`config.mk`:
```
export PLATFORM = sky130hd
export DESIGN_NAME = uart_rxq_buffer
export DESIGN_NICKNAME = d
export VERILOG_FILES = /design/src/rtl/uart_rxq_pkg.sv /design/src/rtl/rxq_ring.sv /design/src/rtl/rxq_hold_buf.sv /design/src/rtl/rxq_status.sv /design/src/rtl/uart_rxq_buffer.sv
export SDC_FILE = /design/constraint.sdc
export NUM_CORES = 1
export LEC_CHECK = 0
export BUFFER_PORTS_ARGS = -buffer_cell sky130_fd_sc_hd__clkbuf_2
export CORE_UTILIZATION = 30
export DETAILED_ROUTE_END_ITERATION = 16
export GPL_TIMING_DRIVEN = 0
export MAX_ROUTING_LAYER = met4
export PLACE_DENSITY = 0.47
export SYNTH_ARGS = -nofsm -noshare
export SYNTH_HDL_FRONTEND = slang
export SYNTH_SLANG_ARGS = --single-unit
```
`constraint.sdc`:
```
create_clock -name clk -period 2.4 [get_ports clk]
set_clock_uncertainty 0.05 [all_clocks]
set_input_delay 0.36 -clock clk [delete_from_list [all_inputs] [get_ports clk]]
set_output_delay 0.36 -clock clk [all_outputs]
set_load 0.02 [all_outputs]
```
`src/rtl/uart_rxq_pkg.sv`:
```
// Shared types for the UART receive frame queue.
// Assumes the error field sits above the data bits in every stored word.
package uart_rxq_pkg;
    localparam int ERR_W = 3;

    typedef struct packed {
        logic perr;
        logic nerr;
        logic ferr;
    } rxq_err_t;
endpackage

```
`src/rtl/rxq_ring.sv`:
```
// Circular first-in first-out store of frame words.
// Assumes the caller never pushes into a full store without popping in the
// same cycle, and never pops an empty one. Flush wins over push and pop.
module rxq_ring #(
    parameter int WORD_W = 11,
    parameter int DEPTH  = 4
) (
    input  logic              clk,
    input  logic              rst_n,
    input  logic              flush_i,
    input  logic              push_i,
    input  logic [WORD_W-1:0] push_word_i,
    input  logic              pop_i,
    output logic [WORD_W-1:0] head_word_o,
    output logic              empty_o,
    output logic              full_o
);
    localparam int PTR_W = (DEPTH > 1) ? $clog2(DEPTH) : 1;
    localparam int CNT_W = $clog2(DEPTH + 1);
    localparam logic [CNT_W-1:0] FULL_CNT = CNT_W'(DEPTH);
    localparam logic [PTR_W-1:0] LAST_PTR = PTR_W'(DEPTH - 1);

    logic [WORD_W-1:0] slot_q [DEPTH];
    logic [PTR_W-1:0]  wr_ptr_q, rd_ptr_q;
    logic [CNT_W-1:0]  cnt_q;

    assign head_word_o = slot_q[rd_ptr_q];
    assign empty_o     = (cnt_q == '0);
    assign full_o      = (cnt_q == FULL_CNT);

    // Stores the pushed word in the slot under the write pointer.
    always_ff @(posedge clk) begin
        if (push_i && !flush_i) slot_q[wr_ptr_q] <= push_word_i;
    end

    // Advances pointers and occupancy; flush empties the store.
    always_ff @(posedge clk) begin
        if (!rst_n || flush_i) begin
            wr_ptr_q <= '0;
            rd_ptr_q <= '0;
            cnt_q    <= '0;
        end else begin
            if (push_i) wr_ptr_q <= (wr_ptr_q == LAST_PTR) ? '0 : wr_ptr_q + 1'b1;
            if (pop_i)  rd_ptr_q <= (rd_ptr_q == LAST_PTR) ? '0 : rd_ptr_q + 1'b1;
            if (push_i && !pop_i)      cnt_q <= cnt_q + 1'b1;
            else if (pop_i && !push_i) cnt_q <= cnt_q - 1'b1;
        end
    end

    assert_no_overflow_R3: assert property (@(posedge clk) disable iff (!rst_n)
        (push_i && !pop_i && !flush_i) |-> !full_o);
    assert_no_underflow_R4: assert property (@(posedge clk) disable iff (!rst_n)
        (pop_i && !flush_i) |-> !empty_o);
endmodule

```
`src/rtl/rxq_hold_buf.sv`:
```
// Single receive buffer presented to the reader.
// Loading a word with load_vld_i low empties it and zeroes the flags.
// A load overrides a flag clear in the same cycle.
module rxq_hold_buf
    import uart_rxq_pkg::*;
#(
    parameter int DATA_W = 8
) (
    input  logic                     clk,
    input  logic                     rst_n,
    input  logic                     load_i,
    input  logic                     load_vld_i,
    input  logic [DATA_W+ERR_W-1:0]  load_word_i,
    input  logic                     err_clr_i,
    output logic                     vld_o,
    output logic [DATA_W-1:0]        data_o,
    output rxq_err_t                 err_o
);
    rxq_err_t err_q;
    logic [DATA_W-1:0] data_q;
    logic vld_q;

    assign vld_o  = vld_q;
    assign data_o = data_q;
    assign err_o  = err_q;

    // Holds the reader-visible frame, its flags and its valid bit.
    always_ff @(posedge clk) begin
        if (!rst_n) begin
            vld_q  <= 1'b0;
            data_q <= '0;
            err_q  <= '0;
        end else if (load_i) begin
            vld_q  <= load_vld_i;
            data_q <= load_word_i[DATA_W-1:0];
            err_q  <= load_vld_i ? rxq_err_t'(load_word_i[DATA_W+ERR_W-1:DATA_W]) : '0;
        end else if (err_clr_i) begin
            err_q  <= '0;
        end
    end

    assert_clr_flags_R8: assert property (@(posedge clk) disable iff (!rst_n)
        (err_clr_i && !load_i) |=> (err_o == '0 && $stable(data_o)));
endmodule

```
`src/rtl/rxq_status.sv`:
```
// Sticky overrun flag and gated full-queue interrupt.
// A set in the same cycle as a clear leaves the flag set.
module rxq_status (
    input  logic clk,
    input  logic rst_n,
    input  logic ovr_set_i,
    input  logic ovr_clr_i,
    input  logic full_i,
    input  logic full_ie_i,
    output logic ovr_o,
    output logic irq_o
);
    logic ovr_q;

    assign ovr_o = ovr_q;
    assign irq_o = full_i && full_ie_i;

    // Sets the overrun flag on a dropped frame, clears it on request.
    always_ff @(posedge clk) begin
        if (!rst_n)         ovr_q <= 1'b0;
        else if (ovr_set_i) ovr_q <= 1'b1;
        else if (ovr_clr_i) ovr_q <= 1'b0;
    end

    assert_ovr_sticky_R7: assert property (@(posedge clk) disable iff (!rst_n)
        (ovr_o && !ovr_clr_i) |=> ovr_o);
endmodule

```
`src/rtl/uart_rxq_buffer.sv`:
```
// UART receive frame queue: optional ring store in front of one buffer.
// Assumes at most one offered frame per cycle. A pop frees a slot for a
// write in the same cycle; the buffer refills at the edge of the pop.
module uart_rxq_buffer
    import uart_rxq_pkg::*;
#(
    parameter int DATA_W     = 8,
    parameter int FIFO_DEPTH = 4
) (
    input  logic              clk,
    input  logic              rst_n,
    input  logic              fifo_en_i,
    input  logic              full_ie_i,
    input  logic              wr_vld_i,
    input  logic [DATA_W-1:0] wr_data_i,
    input  logic              wr_perr_i,
    input  logic              wr_nerr_i,
    input  logic              wr_ferr_i,
    input  logic              rd_pop_i,
    input  logic              err_clr_i,
    input  logic              ovr_clr_i,
    output logic [DATA_W-1:0] rd_data_o,
    output logic              rd_perr_o,
    output logic              rd_nerr_o,
    output logic              rd_ferr_o,
    output logic              rbne_o,
    output logic              fifo_full_o,
    output logic              full_irq_o,
    output logic              ovr_o
);
    localparam int WORD_W = DATA_W + ERR_W;

    rxq_err_t          in_err, out_err;
    logic [WORD_W-1:0] in_word, head_word, load_word;
    logic buf_vld, ring_empty, ring_full;
    logic pop_hit, ring_push, ring_pop, buf_load, buf_load_vld, ovr_now;

    assign in_err.perr = wr_perr_i;
    assign in_err.nerr = wr_nerr_i;
    assign in_err.ferr = wr_ferr_i;
    assign in_word     = {in_err, wr_data_i};

    // Steers each offered frame and each pop between ring, buffer and drop.
    always_comb begin
        pop_hit      = rd_pop_i && buf_vld;
        ring_pop     = pop_hit && fifo_en_i && !ring_empty;
        ring_push    = wr_vld_i && fifo_en_i && buf_vld &&
                       (rd_pop_i ? !ring_empty : !ring_full);
        ovr_now      = wr_vld_i && buf_vld && !rd_pop_i && (!fifo_en_i || ring_full);
        buf_load     = pop_hit || (!buf_vld && wr_vld_i);
        buf_load_vld = ring_pop || wr_vld_i;
        load_word    = ring_pop ? head_word : in_word;
    end

    rxq_ring #(.WORD_W(WORD_W), .DEPTH(FIFO_DEPTH)) u_ring (
        .clk         (clk),
        .rst_n       (rst_n),
        .flush_i     (!fifo_en_i),
        .push_i      (ring_push),
        .push_word_i (in_word),
        .pop_i       (ring_pop),
        .head_word_o (head_word),
        .empty_o     (ring_empty),
        .full_o      (ring_full)
    );

    rxq_hold_buf #(.DATA_W(DATA_W)) u_buf (
        .clk         (clk),
        .rst_n       (rst_n),
        .load_i      (buf_load),
        .load_vld_i  (buf_load_vld),
        .load_word_i (load_word),
        .err_clr_i   (err_clr_i),
        .vld_o       (buf_vld),
        .data_o      (rd_data_o),
        .err_o       (out_err)
    );

    rxq_status u_status (
        .clk       (clk),
        .rst_n     (rst_n),
        .ovr_set_i (ovr_now),
        .ovr_clr_i (ovr_clr_i),
        .full_i    (ring_full),
        .full_ie_i (full_ie_i),
        .ovr_o     (ovr_o),
        .irq_o     (full_irq_o)
    );

    assign rd_perr_o   = out_err.perr;
    assign rd_nerr_o   = out_err.nerr;
    assign rd_ferr_o   = out_err.ferr;
    assign rbne_o      = buf_vld;
    assign fifo_full_o = ring_full;

    assert_empty_buf_empty_ring_R4: assert property (@(posedge clk) disable iff (!rst_n)
        !rbne_o |-> ring_empty);
    assert_flush_on_disable_R9: assert property (@(posedge clk) disable iff (!rst_n)
        !fifo_en_i |=> (ring_empty && !fifo_full_o));
    assert_drop_sets_ovr_R7: assert property (@(posedge clk) disable iff (!rst_n)
        (wr_vld_i && rbne_o && !rd_pop_i && (!fifo_en_i || fifo_full_o)) |=> ovr_o);
    assert_drop_keeps_buf_R7: assert property (@(posedge clk) disable iff (!rst_n)
        (wr_vld_i && rbne_o && !rd_pop_i && !err_clr_i) |=> ($stable(rd_data_o) && rbne_o));
    assert_irq_gate_R6: assert property (@(posedge clk) disable iff (!rst_n)
        full_irq_o |-> (fifo_full_o && full_ie_i));
    assert_full_only_enabled_R5: assert property (@(posedge clk) disable iff (!rst_n)
        fifo_full_o |-> rbne_o);
endmodule

```
==> results_dict.tcl, run 1 <==
set metrics [dict create \
    diodes 0 \
    syn_area_mm2 0.002705 \
    synth.distinct_cells 35 \
    die_h_um 96.96 \
    cts_root_buf "clkbuf_8" \
    worstSkewPairLatency_ns 0.34 \
    path_clk_slew_ns 0.07 \
    synthesis.nets 196 \
    antenna_left 0 \
    setup_tns_ns 0 \
    cts-htree-levels 3 \
    gr-total-overflow 0 \
    syn_to_final_growth_pct 18.96 \
    clkPwrFrac_pct 40.4 \
    r2r_end "u_ring.cnt_q[2]$_SDFFE_PP0P_" \
    grt_max_degree 13 \
    min_path_type "in2reg" \
    grt.total_usage_pct 12.48 \
    fmax_ghz 0.4481 \
    cp_data_required_time_ns 2.62 \
    ys_seq_area_share_pct 65.12 \
    totalWireLength_um 5099 \
    synth_warnings 0 \
    post-place-cells 311 \
    r2r-start "u_ring.cnt_q[0]$_SDFFE_PP0P_" \
    p_switching_mw 0.5110 \
    cts_hold_buf 0 \
    yosys-top-cells-area "edfxtp_1 (49%), dfxtp_1 (16%), mux4_2 (8.3%), mux2i_1 (5.9%), ha_1 (2.8%)" \
    finalSetupViolCount 0 \
    grt_pass1_wl_um 8349 \
    grt_pass1_vias 1551 \
    max_cap_viol_count 0 \
    dp_slack_ns 0.01686 \
    slew_viol_final 0 \
    stdcell_count 328 \
    powerDensity_mw_per_mm2 700.1 \
    p_total_mw 2.253 \
    design.die.area_mm2 0.009400 \
    fin_crit_sh_pct 92.98 \
    status "complete, no violations" \
    worstPathMaxFanout 10 \
    start_util_pct 31.02 \
    timing.final.hold_violations 0 \
    crit_path_start_kind "register" \
    syn_avg_cell_area_um2 15.91 \
    met2_usage_pct 18.26 \
    cts_buffers 9 \
    setup_slack_ns 0.1686 \
    clkSinkCount 66 \
    io_pins 34 \
    yosys.area.top_type "edfxtp_1" \
    via_count 1510 \
    place.gp.congestion 0.6725 \
    cts_tree "done" \
    arrival_ns 2.45 \
    row_count 34 \
    combPwrFrac_pct 4.8 \
    drc 0 \
    intPower_mw 1.742 \
    whs_ns 0.1989 \
    critical_path.startpoint "u_ring.cnt_q[0]$_SDFFE_PP0P_" \
    met1_usage_pct 16.09 \
    p_sw_share_pct 22.68 \
    grtUsageMet3_pct 2.962 \
    drive_gt1_share_pct 33.64 \
    grt.busiest_layer "met2" \
    dp_hpwl_um 3308 \
    crit_type "reg2reg" \
    dr.pass1.iters 4 \
    coreArea_mm2 0.008721 \
    synth_top_area_share_pct 48.84 \
    p_leak_nw 1.152 \
    cp-end-kind "register" \
    die_w_um 96.96 \
    viasPerCell 4.604 \
    cp-endpoint "u_ring.cnt_q[2]$_SDFFE_PP0P_" \
    r2r_setup_slack_ns 0.17 \
    num-nets-final 241 \
    portBuffers 33 \
    antenna_found_initial 0 \
    fin_crit_ns 2.231 \
    syn_inst 170 \
    synth-seq-cells 66 \
    clockBufferDepth 2 \
    grt_setup_unrepaired "no" \
    max_slew_margin_pct 52.15 \
    worstMarginPinSlew_ns 0.7177 \
    ir_drop_uv 219.3 \
    power_frac_seq_pct 54.8 \
    drt_iter0_markers 63 \
    wl_per_cell_um 15.55 \
    worst_r2r_path_depth 10 \
]
placed cells by master (no fill, tap or decap), types with 2 or more instances in the layout:
cell,n
mux2i_1,16
xor2_1,3
o2bb2ai_1,3
clkinv_4,2
nor2_1,7
ha_1,5
clkbuf_2,33
nand2_1,12
inv_1,5
o21ai_1,7
o21ai_0,3
clkbuf_8,9
edfxtp_1,44
mux4_2,10
dfxtp_1,20
nor2b_1,2
clkinv_2,3
and2_1,8
buf_4,2
worst max-delay path: stages (launching register included):
cell	delay [ns]
dfxtp_4	0.37
nor3_4	0.27
nor2_8	0.06
buf_12	0.15
inv_2	0.06
ha_2	0.18
inv_1	0.05
fa_1	0.37
xor2_1	0.15
or3_1	0.32
a21oi_2	0.11
flip-flops by register name, summed over array words and instances, names as in the netlist, named ones only:
| name | cells |
|---|---|
| u_buf.data_o | 8 |
| u_buf.err_o | 3 |
| u_buf.vld_o | 1 |
| u_ring.cnt_q | 3 |
| u_ring.rd_ptr_q | 2 |
| u_ring.slot_q | 44 |
| u_ring.wr_ptr_q | 2 |
| u_status.ovr_o | 1 |
final cells by class:
cell class | instances | area (um^2)
Multi-Input combinational cell | 93 | 879.6
Clock inverter | 7 | 70.07
Sequential cell | 66 | 1767
Tap cell | 108 | 135.1
Fill cell | 849 | 5503
Clock buffer | 9 | 123.9
Buffer | 5 | 47.55
Timing Repair Buffer | 34 | 172.7
Inverter | 6 | 22.52
cell usage after synthesis, drive strengths merged:
library cell	count
a21oi	2
dfxtp	22
nor2	8
ha	6
clkbuf	1
o2bb2ai	3
and3	1
and2	8
mux4	11
fa	1
nand3	2
nor3	2
inv	6
nor2b	2
a211oi	1
o21a	1
a31oi	1
mux2i	16
or3	1
nand2b	1
o31ai	1
edfxtp	44
buf	4
xor2	3
o21ai	10
nand2	12
how the worst min path moves through the flow:
stage,start,end,cells past startpoint
floorplan,wr_data_i[0],u_ring.slot_q[0][0]$_DFFE_PP_,0
global placement,u_buf.data_o[4]$_SDFFE_PN0P_,u_buf.data_o[4]$_SDFFE_PN0P_,2
detailed placement,u_buf.data_o[4]$_SDFFE_PN0P_,u_buf.data_o[4]$_SDFFE_PN0P_,2
CTS,wr_perr_i,u_ring.slot_q[1][10]$_DFFE_PP_,1
global route,wr_data_i[0],u_ring.slot_q[0][0]$_DFFE_PP_,1
finish,wr_nerr_i,u_ring.slot_q[1][9]$_DFFE_PP_,1
cell families after synthesis:
| logic type | synth area share [%] |
|---|---|
| flops | 65.12 |
| simple gates | 7.725 |
| mux | 15.22 |
| compound gates | 4.857 |
| buf+inv | 2.590 |
| fa+ha+maj | 3.515 |
| xor+xnor | 0.9715 |
timing repair:
| item | in CTS | in global routing |
|---|---|---|
| pin swaps | 1 | 3 |
| endpoints found under the setup margin | 1 | 1 |
| gates resized for setup | 0 | 6 |
| buffers inserted | 0 | 1 |
| hold endpoints to repair | 0 | 0 |
routing by layer:
layer | part of all wire, % | routed length, um | up-vias
met5 | 0 | 0 | -
met4 | 2.4 | 123 | 0
met3 | 2.6 | 135 | 11
met2 | 47 | 2414 | 24
met1 | 48 | 2425 | 747
li1 | - | - | 728
stage by stage:
stage          cell area (um^2)  utilization, %
4_1_cts                    3199           36.69
3_3_place_gp               3005           34.46
2_1_floorplan              2705               -
3_5_place_dp               3005           34.46
6_report                   3218           36.90
5_1_grt                    3218           36.90
power by group through the flow:
| stage | Clock [mW] | Combinational [mW] | Sequential (mW) |
|---|---|---|---|
| floorplan | 0 | 0.0407 | 1.28 |
| global placement | 0 | 0.110 | 1.26 |
| detailed placement | 0 | 0.110 | 1.26 |
| CTS | 0.939 | 0.111 | 1.24 |
| global route | 0.986 | 0.121 | 1.24 |
| finish | 0.910 | 0.108 | 1.23 |
Power figures use the tool's default switching activity.
==> run 2, diff against run 1 <==
--- a/config.mk
+++ b/config.mk
@@ -10,7 +10,8 @@
 export DETAILED_ROUTE_END_ITERATION = 16
 export GPL_TIMING_DRIVEN = 0
 export MAX_ROUTING_LAYER = met4
-export PLACE_DENSITY = 0.47
+export PLACE_DENSITY = 0.58
+export SETUP_SLACK_MARGIN = 0.4
 export SYNTH_ARGS = -nofsm -noshare
 export SYNTH_HDL_FRONTEND = slang
 export SYNTH_SLANG_ARGS = --single-unit
==> results_dict.tcl, run 2 (synthesis gave the netlist of run 1 again) <==
set metrics [dict create \
    status "complete, no violations" \
    cts_root_buf "clkbuf_8" \
    diodes 0 \
    drc 0 \
    path_clk_slew_ns 0.07 \
    antenna_left 0 \
    dp_hpwl_um 3200 \
    viasPerCell 4.556 \
    setup_tns_ns 0 \
    fmax_ghz 0.4801 \
    grt_pass1_wl_um 8017 \
    design_area_mm2 0.003263 \
    fin_util_pct 37.42 \
    whs_ns 0.2076 \
    grt_setup_unrepaired "yes" \
    clkSinkCount 66 \
    worstPathMaxFanout 3 \
    portBuffers 33 \
    cts-htree-levels 3 \
    worstMarginPinSlew_ns 0.6242 \
    post-place-cells 311 \
    ff_latch_area_mm2 0.001772 \
    die_h_um 96.96 \
    cp_data_required_time_ns 2.62 \
    grt_max_degree 12 \
    multi_input_area_um2 888.4 \
    row_count 34 \
    clockBufferDepth 2 \
    cts_tree "done" \
    powerDensity_mw_per_mm2 693.0 \
    holdPathStages 1 \
    layout_commonest_cell "edfxtp_1" \
    coreArea_mm2 0.008721 \
    fillers 814 \
    place.gp.congestion 0.6630 \
    p_total_mw 2.261 \
    io_pins 34 \
    drt_iter0_markers 41 \
    mostFrequentLayoutCells "edfxtp_1 (44), clkbuf_2 (33), dfxtp_1 (18)" \
    wl_per_cell_um 14.79 \
    cp-end-kind "register" \
    ir_drop_uv 205.2 \
    drive_gt1_share_pct 35.43 \
    max_cap_viol_count 0 \
    finalSetupViolCount 0 \
    dr.pass1.iters 4 \
    fin_crit_sh_pct 86.79 \
    crit_path_start_kind "register" \
    timing.final.hold_violations 0 \
    num-nets-final 245 \
    p_leak_nw 1.172 \
    cts_buffers 9 \
    setup_slack_ns 0.3170 \
    via_count 1508 \
    largest_register_ffs 44 \
    fin_crit_ns 2.083 \
    antenna_found_initial 0 \
    dp_slack_ns 0.1679 \
    cts_hold_buf 0 \
    worst_r2r_path_depth 10 \
    dpl_cell_area_mm2 0.003029 \
    grt_pass1_vias 1502 \
    min_path_type "in2reg" \
    stdcell_count 331 \
    arrival_ns 2.30 \
    gr-total-overflow 0 \
    start_util_pct 31.02 \
    crit_type "reg2reg" \
    totalWireLength_um 4896 \
    max_slew_margin_pct 58.39 \
    die_w_um 96.96 \
    largest_register "u_ring.slot_q" \
    syn_to_final_growth_pct 20.63 \
    slew_viol_final 0 \
    grt.total_usage_pct 12.12 \
    worstSkewPairLatency_ns 0.34 \
    design.die.area_mm2 0.009400 \
]
[run 2: changes by cell type in the layout (fill, tap and decap cells not counted), sizes merged]
cell,change
buf,+4
clkbuf,+1
clkinv,-3
clkinvlp,+1
[run 2: layout make-up]
class                   instances  area share [%]
flip-flops and latches         66           54.29
multi-input cells              93           27.22
repair buffers                 38           6.212
clock buffers                  10           4.218
well taps                     108           4.141
clock inverters                 5           1.687
plain buffers                   5           1.457
inverters                       6          0.7669
[run 2: power by group]
group          total, mW  switching, mW  internal [mW]
Clock              0.918          0.420          0.498
Combinational      0.110         0.0681         0.0418
Sequential          1.23        0.00947           1.22
[run 2: routing by layer]
metal	GRT usage [%]	vias up	part of all wire (%)
met3	4.408	7	4.2
met2	17.23	29	48
met4	6.200	0	1.7
met1	15.13	734	46
met5	-	-	0
li1	-	738	-
[run 2: repair_timing]
action                                 in CTS  in global routing
gates resized for setup                     2                  0
setup endpoints to repair                   1                  1
buffers inserted                            3                  2
endpoints found under the hold margin       0                  0
cloned                                      0                  0
pin swaps                                   3                  1
[run 2: path summary, 6_finish.rpt]
path / slack [ns] / startpoint / end
min: 0.21 / wr_data_i[5] / u_ring.slot_q[2][5]$_DFFE_PP_
min reg2reg: 0.40 / u_buf.data_o[2]$_SDFFE_PN0P_ / u_buf.data_o[2]$_SDFFE_PN0P_
max reg2reg: 0.32 / u_ring.cnt_q[0]$_SDFFE_PP0P_ / u_ring.cnt_q[2]$_SDFFE_PP0P_
max: 0.32 / u_ring.cnt_q[0]$_SDFFE_PP0P_ / u_ring.cnt_q[2]$_SDFFE_PP0P_
[run 2: critical path, stage by stage (launching register included)]
cell and delay, ns:
dfxtp_4 0.36, nor3_4 0.27, nor2_8 0.08, buf_12 0.13
inv_4 0.05, ha_4 0.13, inv_1 0.05, fa_2 0.33
xor2_1 0.15, or3_1 0.30, a21oi_1 0.11
==> run 3, diff against run 2 <==
--- a/config.mk
+++ b/config.mk
@@ -5,6 +5,7 @@
 export SDC_FILE = /design/constraint.sdc
 export NUM_CORES = 1
 export LEC_CHECK = 0
+export ABC_AREA = 1
 export BUFFER_PORTS_ARGS = -buffer_cell sky130_fd_sc_hd__clkbuf_2
 export CORE_UTILIZATION = 30
 export DETAILED_ROUTE_END_ITERATION = 16
==> results_dict.tcl, run 3 <==
set metrics [dict create \
    status "complete, no violations" \
    slew_viol_final 0 \
    antenna_found_initial 0 \
    clkSinkCount 66 \
    synthesis.nets 289 \
    synth.distinct_cells 24 \
    cp_data_required_time_ns 2.31 \
    syn_area_mm2 0.002741 \
    dr.pass1.iters 4 \
    drt_iter0_markers 93 \
    cts_buffers 9 \
    dp_slack_ns 0.1347 \
    die_w_um 97.59 \
    min_path_type "in2reg" \
    dp_hpwl_um 4177 \
    syn_to_final_growth_pct 22.50 \
    coreArea_mm2 0.008763 \
    cp-end-kind "register" \
    async_reset_ff_share_pct 0 \
    crit_path_start_kind "register" \
    synth_edf_count 44 \
    setup_tns_ns 0 \
    arrival_ns 1.87 \
    viasPerCell 4.759 \
    mostFrequentLayoutCells "edfxtp_1 (44), nand2_1 (43), clkbuf_2 (32)" \
    synth_warnings 0 \
    fin_crit_ns 1.962 \
    max_slew_margin_pct 29.21 \
    yosys.area.top_type "edfxtp_1" \
    diodes 0 \
    intPower_mw 1.964 \
    post-place-cells 403 \
    largest_register "u_ring.slot_q" \
    timing.final.hold_violations 0 \
    io_pins 34 \
    p_switching_mw 0.5272 \
    totalWireLength_um 6274 \
    cts_root_buf "clkbuf_8" \
    ys.flop_type "edfxtp_1" \
    yosysMostFrequentCell "edfxtp_1" \
    design_area_mm2 0.003358 \
    layout_commonest_cell "edfxtp_1" \
    yosys-top-cells-count "edfxtp_1 (44), nand2_1 (43), o21ai_0 (29)" \
    drive_gt1_share_pct 25.00 \
    stdcell_count 424 \
    worstPathMaxFanout 11 \
    crit_type "reg2reg" \
    grt.total_usage_pct 14.50 \
    ys_seq_area_share_pct 64.26 \
    finalSetupViolCount 0 \
    synth-seq-cells 66 \
    via_count 2018 \
    place.gp.congestion 0.7324 \
    fmax_ghz 0.5097 \
    p_sw_share_pct 21.16 \
    grt_pass1_vias 2020 \
    num-nets-final 337 \
    fillers 867 \
    worst_r2r_path_depth 6 \
    grt_pass1_wl_um 10370 \
    cts_tree "done" \
    yosys-top-cells-area "edfxtp_1 (48%), dfxtp_1 (16%), nand2_1 (5.9%), o21ai_0 (5.3%), a21oi_1 (5.1%)" \
    design.die.area_mm2 0.009524 \
    syn_avg_cell_area_um2 10.42 \
    start_util_pct 31.28 \
    worstSkewPairLatency_ns 0.34 \
    p_leak_nw 1.330 \
    holdPathStages 1 \
    ir_drop_uv 247.3 \
    grt_max_degree 13 \
    antenna_left 0 \
    drc 0 \
    power_frac_seq_pct 49.7 \
    portBuffers 32 \
    fin_crit_sh_pct 81.75 \
    powerDensity_mw_per_mm2 741.8 \
    synth_top_area_share_pct 48.20 \
    grt_setup_unrepaired "yes" \
    worstMarginPinSlew_ns 1.058 \
    clkPwrFrac_pct 45.1 \
    cts_hold_buf 0 \
    wl_per_cell_um 14.80 \
    syn_inst 263 \
    row_count 34 \
    setup_slack_ns 0.4379 \
    cts-htree-levels 3 \
    dpl_cell_area_mm2 0.003038 \
    path_clk_slew_ns 0.07 \
    die_h_um 97.59 \
    clockBufferDepth 2 \
    combPwrFrac_pct 5.2 \
    max_cap_viol_count 0 \
    gr-total-overflow 0 \
    largest_register_ffs 44 \
]
==> run 3: cell types whose count changed in the layout (fill, tap and decap cells not counted), sizes merged, moves of 12 or more <==
cell	before	now
o21ai	10	30
nor2	8	27
a21oi	2	29
inv	6	25
mux2i	16	0
nand3	2	14
nand2	12	45
==> run 3: worst paths after layout <==
| path | slack, ns | end | from |
|---|---|---|---|
| min reg2reg | 0.42 | u_status.ovr_o$_SDFFE_PN0P_ | u_status.ovr_o$_SDFFE_PN0P_ |
| max reg2reg | 0.44 | u_ring.slot_q[2][8]$_DFFE_PP_ | u_ring.cnt_q[0]$_SDFFE_PP0P_ |
| max | 0.44 | u_ring.slot_q[2][8]$_DFFE_PP_ | u_ring.cnt_q[0]$_SDFFE_PP0P_ |
| min | 0.20 | u_ring.slot_q[3][2]$_DFFE_PP_ | wr_data_i[2] |
==> run 3: timing repair <==
item | in CTS | in global routing
pin swaps | 2 | 1
setup buffers | 3 | 2
resized for setup | 12 | 4
endpoints found under the setup margin | 46 | 13
==> run 3: worst max-delay path, cell delays in order (launching register included) <==
cell and delay (ns):
dfxtp_2 0.36, nor2_4 0.05, nand2_1 0.08, inv_2 0.05, nand2_1 0.09, nand3_4 0.10, nor2_1 0.81
==> run 3: layout make-up <==
type | instances | area (um^2) | share of cell area (%)
Buffer | 10 | 65.06 | 1.937
Clock buffer | 10 | 127.6 | 3.800
Clock inverter | 6 | 115.1 | 3.428
Inverter | 26 | 98.84 | 2.943
Multi-Input combinational cell | 161 | 850.8 | 25.34
Sequential cell | 66 | 1768 | 52.65
Tap cell | 108 | 135.1 | 4.024
Timing Repair Buffer | 37 | 197.7 | 5.887
==> run 3: power by group through the flow <==
stage / Combinational (mW) / Sequential [mW] / Clock (mW)
detailed placement: 0.126 / 1.26 / 0
global route: 0.144 / 1.24 / 1.20
CTS: 0.128 / 1.24 / 1.14
floorplan: 0.0498 / 1.28 / 0
finish: 0.129 / 1.24 / 1.12
global placement: 0.123 / 1.26 / 0
==> run 3: per-stage QoR <==
| step | hold slack [ns] | utilization, % | total power, mW |
|---|---|---|---|
| after floorplan | 0.3932 | - | 1.332 |
| after global placement | 0.4070 | 34.67 | 1.388 |
| after detailed placement | 0.4022 | 34.67 | 1.391 |
| after CTS | 0.1930 | 38.06 | 2.509 |
| after global routing | 0.1849 | 38.32 | 2.582 |
| final | 0.2006 | 38.32 | 2.491 |
==> run 3: logic make-up (layout without fill, tap and decap cells) <==
family / count (synthesis) / after routing / synth area share (%)
buffers and inverters: 36 / 89 / 5.614
AND/OR/NAND/NOR: 86 / 86 / 13.14
AO/OA/AOI/OAI: 68 / 68 / 13.51
adder cells (fa/ha/maj): 7 / 7 / 3.469
flip-flops: 66 / 66 / 64.26
==> run 3: metal layers <==
layer / GRT usage, % / share of wire (%) / vias to the layer above
met1: 18.38 / 46 / 955
met4: 3.394 / 0.94 / 0
li1: - / - / 1004
met3: 4.173 / 6.1 / 6
met2: 22.97 / 47 / 53
met5: - / 0 / -
